`src/rtl/fsg_pkg.sv`:
```
package fsg_pkg;

   // How the frame-start strobe is timed.
   typedef enum logic [0:0] {
      STRB_TICK = 1'b0,   // held for the whole generator period that begins a frame
      STRB_CLK  = 1'b1    // a single system-clock pulse on the start tick
   } strobe_mode_e;

   localparam int unsigned FSG_WID_W_DEF = 8;
   localparam int unsigned FSG_PER_W_DEF = 12;

endpackage

```
`src/rtl/fsg_dcount.sv`:
```
module fsg_dcount #(
   parameter int unsigned W = 8
) (
   input  logic         clk,
   input  logic         rst_n,
   input  logic         clr,
   input  logic         load,
   input  logic         dec,
   input  logic [W-1:0] load_val,
   output logic [W-1:0] count,
   output logic         zero
);

   localparam logic [W-1:0] ONE = W'(1);

   always_ff @(posedge clk or negedge rst_n) begin
      if (!rst_n)
         count <= '0;
      else if (clr)
         count <= '0;
      else if (load)
         count <= load_val;
      else if (dec)
         count <= count - ONE;
   end

   assign zero = (count == '0);

endmodule

```
`src/rtl/fsg_seq.sv`:
```
module fsg_seq (
   input  logic clk,
   input  logic rst_n,
   input  logic tick,
   input  logic run,
   input  logic per_zero,
   input  logic wid_zero,
   output logic start,
   output logic step,
   output logic fsync
);

   logic running;

   // A frame starts on the first enabled tick, or on the tick after the
   // period count has run out. Every other enabled tick is a step.
   assign start = tick & run & (~running | per_zero);
   assign step  = tick & run & running & ~per_zero;

   always_ff @(posedge clk or negedge rst_n) begin
      if (!rst_n) begin
         running <= 1'b0;
         fsync   <= 1'b0;
      end else if (!run) begin
         running <= 1'b0;
         fsync   <= 1'b0;
      end else if (start) begin
         running <= 1'b1;
         fsync   <= 1'b1;
      end else if (step && wid_zero) begin
         fsync   <= 1'b0;
      end
   end

endmodule

```
`src/rtl/fsg_frame_sync.sv`:
```
module fsg_frame_sync
   import fsg_pkg::*;
#(
   parameter int unsigned  WID_W  = FSG_WID_W_DEF,
   parameter int unsigned  PER_W  = FSG_PER_W_DEF,
   parameter strobe_mode_e STROBE = STRB_TICK
) (
   input  logic             clk,
   input  logic             rst_n,
   input  logic             tick,
   input  logic             gen_en,
   input  logic             free_run,
   input  logic [WID_W-1:0] width_m1,
   input  logic [PER_W-1:0] period_m1,
   output logic             fsync,
   output logic             frame_start
);

   // Elaboration-time parameter checks.
   if (WID_W < 1 || WID_W > 16) begin : g_bad_wid_w
      $error("fsg_frame_sync: WID_W must be in 1..16");
   end
   if (PER_W < 1 || PER_W > 24) begin : g_bad_per_w
      $error("fsg_frame_sync: PER_W must be in 1..24");
   end

   logic             run;
   logic             start;
   logic             step;
   logic             per_zero;
   logic             wid_zero;
   logic [PER_W-1:0] per_cnt;
   logic [WID_W-1:0] wid_cnt;
   logic             strb_q;

   assign run = gen_en & free_run;

   fsg_seq u_seq (
      .clk      (clk),
      .rst_n    (rst_n),
      .tick     (tick),
      .run      (run),
      .per_zero (per_zero),
      .wid_zero (wid_zero),
      .start    (start),
      .step     (step),
      .fsync    (fsync)
   );

   // Both counters load together on the start tick and count down on the same steps.
   fsg_dcount #(.W(PER_W)) u_per_cnt (
      .clk      (clk),
      .rst_n    (rst_n),
      .clr      (~run),
      .load     (start),
      .dec      (step),
      .load_val (period_m1),
      .count    (per_cnt),
      .zero     (per_zero)
   );

   // The width counter stops at zero so that a long width saturates.
   fsg_dcount #(.W(WID_W)) u_wid_cnt (
      .clk      (clk),
      .rst_n    (rst_n),
      .clr      (~run),
      .load     (start),
      .dec      (step & ~wid_zero),
      .load_val (width_m1),
      .count    (wid_cnt),
      .zero     (wid_zero)
   );

   if (STROBE == STRB_TICK) begin : g_strb_tick
      always_ff @(posedge clk or negedge rst_n) begin
         if (!rst_n)
            strb_q <= 1'b0;
         else if (!run)
            strb_q <= 1'b0;
         else if (tick)
            strb_q <= start;
      end
   end else begin : g_strb_clk
      always_ff @(posedge clk or negedge rst_n) begin
         if (!rst_n)
            strb_q <= 1'b0;
         else
            strb_q <= start;
      end
   end

   assign frame_start = strb_q;

   // The counter values are internal state; only their zero flags drive logic.
   logic unused_cnt;
   assign unused_cnt = ^{per_cnt, wid_cnt};

endmodule

```
`config.mk`:
```
export PLATFORM = sky130hd
export DESIGN_NAME = fsg_frame_sync
export DESIGN_NICKNAME = d
export VERILOG_FILES = /design/src/rtl/fsg_pkg.sv /design/src/rtl/fsg_dcount.sv /design/src/rtl/fsg_seq.sv /design/src/rtl/fsg_frame_sync.sv
export SDC_FILE = /design/constraint.sdc
export NUM_CORES = 1
export LEC_CHECK = 0
export BUFFER_PORTS_ARGS = -buffer_cell sky130_fd_sc_hd__buf_4
export CAP_MARGIN = 0
export CORE_UTILIZATION = 50
export CTS_CLUSTER_SIZE = 20
export DETAILED_ROUTE_END_ITERATION = 16
export PLACE_DENSITY = 0.72
export SLEW_MARGIN = 0
export SYNTH_ARGS = -nofsm -noshare
export SYNTH_HDL_FRONTEND = slang
export SYNTH_SLANG_ARGS = --single-unit
```
`constraint.sdc`:
```
create_clock -name clk -period 4.8 [get_ports clk]
set_input_delay 0.96 -clock clk [delete_from_list [all_inputs] [get_ports clk]]
set_output_delay 0.96 -clock clk [all_outputs]
set_load 0.005 [all_outputs]
```
==> results.toml <==
[floorplan]
start_util_pct = 54.34
fp.dieW_um = 57.68
die_h_um = 57.68
pin_count = 27
rows = 19
core_area_um2 = 2853
die-area_um2 = 3327

[clock_network]
post_cts_resize_count = 0
cts_tree = "done"
htreeDepth = 1
clk_pin_slew_ns = 0.13
cts_buffers = 3
cts_setup_buffers = 0
cts_root_buf = "clkbuf_4"
cts_buffer_depth = 2
cts_hold_buffers = 0
clock_latency_ns = 0.31
cts.sinks = 23

[detailed_routing]
wl_mm = 3.643
wire_per_inst_um = 15.57
dr.pass1.iters = 10
drc = 2
ant_nets = 0
drt_iter0_markers = 90
dr_total_vias = 1457
post_drt_via_cell_ratio = 6.226

[final_layout]
diodes = 0
synthToLayoutAreaGrowth_pct = 13.96
final_layout_size_suffix_gt1_share_pct = 21.18
fin_nets = 233

[critical_path]
path_cells = "inv_1 -> ha_1 -> or4b_1 -> o41a_1 -> nand2_1 -> o21ai_0 -> a221oi_2"
critPathKind = "reg2reg"
cp_max_fo = 10
end_kind = "flop"
crit_path_start_kind = "flop"
cp_top_family = "compound AO/OA/AOI/OAI gates"
cp_data_arrival_time_ns = 2.90
crit_slowest_cell = "o41a_1"
max_stage_delay_ns = 0.59
cp.required_ns = 5.01
critPathBufInv = 1

[yosys]
yosys_warnings = 0
syn_area_um2 = 1550
synth.net_count = 212
synth-edff-count = 0
synth_seq_cells = 23
synthFlopType = "dfrtp_1"
ys_seq_area_share_pct = 37.13
synth_cells = 183
synth.distinct_cells = 46
yosys-top-cells-area = "dfrtp_1 37%, o21ai_0 7.1%, nand2_1 5.8%"
synth_top_area_share_pct = 37.13
yosysTopAreaCell = "dfrtp_1"
ys_async_sr_fraction_pct = 100.0
syn-mean-instance-area_um2 = 8.471

[run_status]
status = "finished, violations left"
violations = "design-rule violations"

[power]
p_clk_share_pct = 22.1
pwr-share-comb_pct = 26.4
power_per_cell_area_nw_per_um2 = 233.9
p_sw_uw = 132.9
p_sw_share_pct = 32.16
power_frac_seq_pct = 51.6
peakVddDrop_mv = 0.1109
p_int_uw = 280.4
p_leak_nw = 0.7531

[sta]
clock_skew_ns = 0.006594
whs_ns = 0.5086
setup_viol = 0
slew_headroom_pct = 59.45
min_period_over_period_pct = 55.90
worst_pin_slew_ns = 0.6027
fin_crit_ns = 2.683
setup_slack_ns = 2.117
hold_violations = 0
max_freq_ghz = 0.3727
tns_ns = 0
drv_slew = 0
rsz0062_at_grt = "no"

[placed_design]
port_buffers = 26
gp_congestion = 0.8743
place_ws_ns = 2.159
hpwlAfterDp_mm = 2.658

[grt]
grt_start_max_net_pins = 24
grt_pass1_vias = 1313
grt_pass1_wl_mm = 5.975
antenna_found_initial = 0
grtUsageTotal_pct = 23.27
grt-ovfl-total = 0

[run]
maxCapViolCount = 0

[hold_path]
hp-class = "in2async"
[area by class of cell]
cell class                 count  area, um2
clock buffer                   3      22.52
clock inverter                 1      5.005
fill                         253       1086
inverter                      10      37.54
multi-input combinational    139      884.6
sequential                    23      575.6
tap                           31      38.79
timing repair buffer          27      202.7
[flip-flops by register name, summed over array words and instances (netlist names)]
register and flops:
u_seq.fsync 1, u_wid_cnt.count 8, frame_start 1, u_per_cnt.count 12, u_seq.running 1
[layout by cell type, fill, tap and decap left out, types with 2 or more instances in the layout]
cell type and n:
buf_4 27, nand2_1 24, ha_1 4, o21ai_0 22, a21o_1 2, a211oi_1 8
nand3_1 7, a221oi_2 4, nor2_1 10, nand3b_1 2, a22oi_1 2, a21oi_1 7
inv_1 9, nor3_1 7, nor4_1 3, a31oi_1 3, a32o_1 3, or2_2 3
and2_1 2, clkbuf_4 3, or4_1 2, dfrtp_1 23, nand4_1 3
[metal layers]
layer / vias up / wire [um] / track usage (%) / part of all wire, %
met5: - / 0 / 0 / 0
met4: 0 / 17 / 5.442 / 0.47
met3: 2 / 204 / 2.902 / 5.6
met2: 50 / 1720 / 37.87 / 47
met1: 688 / 1700 / 33.48 / 47
li1: 717 / - / - / -
[synthesized netlist by cell type, drive strengths merged, types with 3 or more instances]
library cell,count
ha,4
o21ai,22
a211oi,8
a21oi,8
a221oi,5
a32o,3
nand4,3
nand3,7
buf,4
and2,4
clkbuf,7
or2,3
nor2,11
nand2,24
a31oi,3
dfrtp,23
nor3,7
nor4,3
inv,9
[logic make-up (layout without fill, tap and decap cells)]
logic type	Yosys count	in the layout	share of synthesized area, %
flip-flops	23	23	37.13
AND/OR/NAND/NOR	72	72	23.81
XOR/XNOR	2	2	1.130
AO/OA/AOI/OAI	61	61	28.90
adder cells (fa/ha/maj)	4	4	3.229
buffers and inverters	21	41	5.811
[worst paths after layout]
kind	start	to	slack [ns]	depth (start not counted)
max	u_per_cnt.count[0]$_DFFE_PN0P_	u_wid_cnt.count[5]$_DFFE_PN0P_	2.12	7
min	rst_n	u_per_cnt.count[2]$_DFFE_PN0P_	0.51	1
max reg2reg	u_per_cnt.count[0]$_DFFE_PN0P_	u_wid_cnt.count[5]$_DFFE_PN0P_	2.12	7
min reg2reg	u_per_cnt.count[7]$_DFFE_PN0P_	u_per_cnt.count[7]$_DFFE_PN0P_	0.54	2
max in group asynchronous	rst_n	u_wid_cnt.count[3]$_DFFE_PN0P_	4.06	1
min in group clk	u_per_cnt.count[7]$_DFFE_PN0P_	u_per_cnt.count[7]$_DFFE_PN0P_	0.54	2
[power by group through the flow]
stage               combinational (mW)  sequential, mW  clock (mW)
floorplan                       0.0758           0.213           0
global placement                 0.105           0.216           0
detailed placement               0.108           0.217           0
CTS                              0.108           0.213      0.0942
global route                     0.122           0.215       0.102
finish                           0.109           0.213      0.0912
[metrics by stage]
stage	util [%]	area, um2	std cells	total power, mW
3_3_place_gp	60.96	1739	230	0.3215
5_1_grt	61.93	1767	234	0.4386
6_report	61.93	1767	234	0.4133
3_5_place_dp	60.96	1739	230	0.3248
4_1_cts	61.93	1767	234	0.4157
2_1_floorplan	-	1550	183	0.2891
[worst register-to-register path, delay by kind of cell (launching register included)]
| family | cells | cell delay (ns) |
|---|---|---|
| AO/OA/AOI/OAI | 3 | 1.07 |
| adder cells (fa/ha/maj) | 1 | 0.16 |
| buffers and inverters | 1 | 0.12 |
| flip-flops | 1 | 0.41 |
| AND/OR/NAND/NOR | 2 | 0.83 |
(Power assumes the default switching activity.)
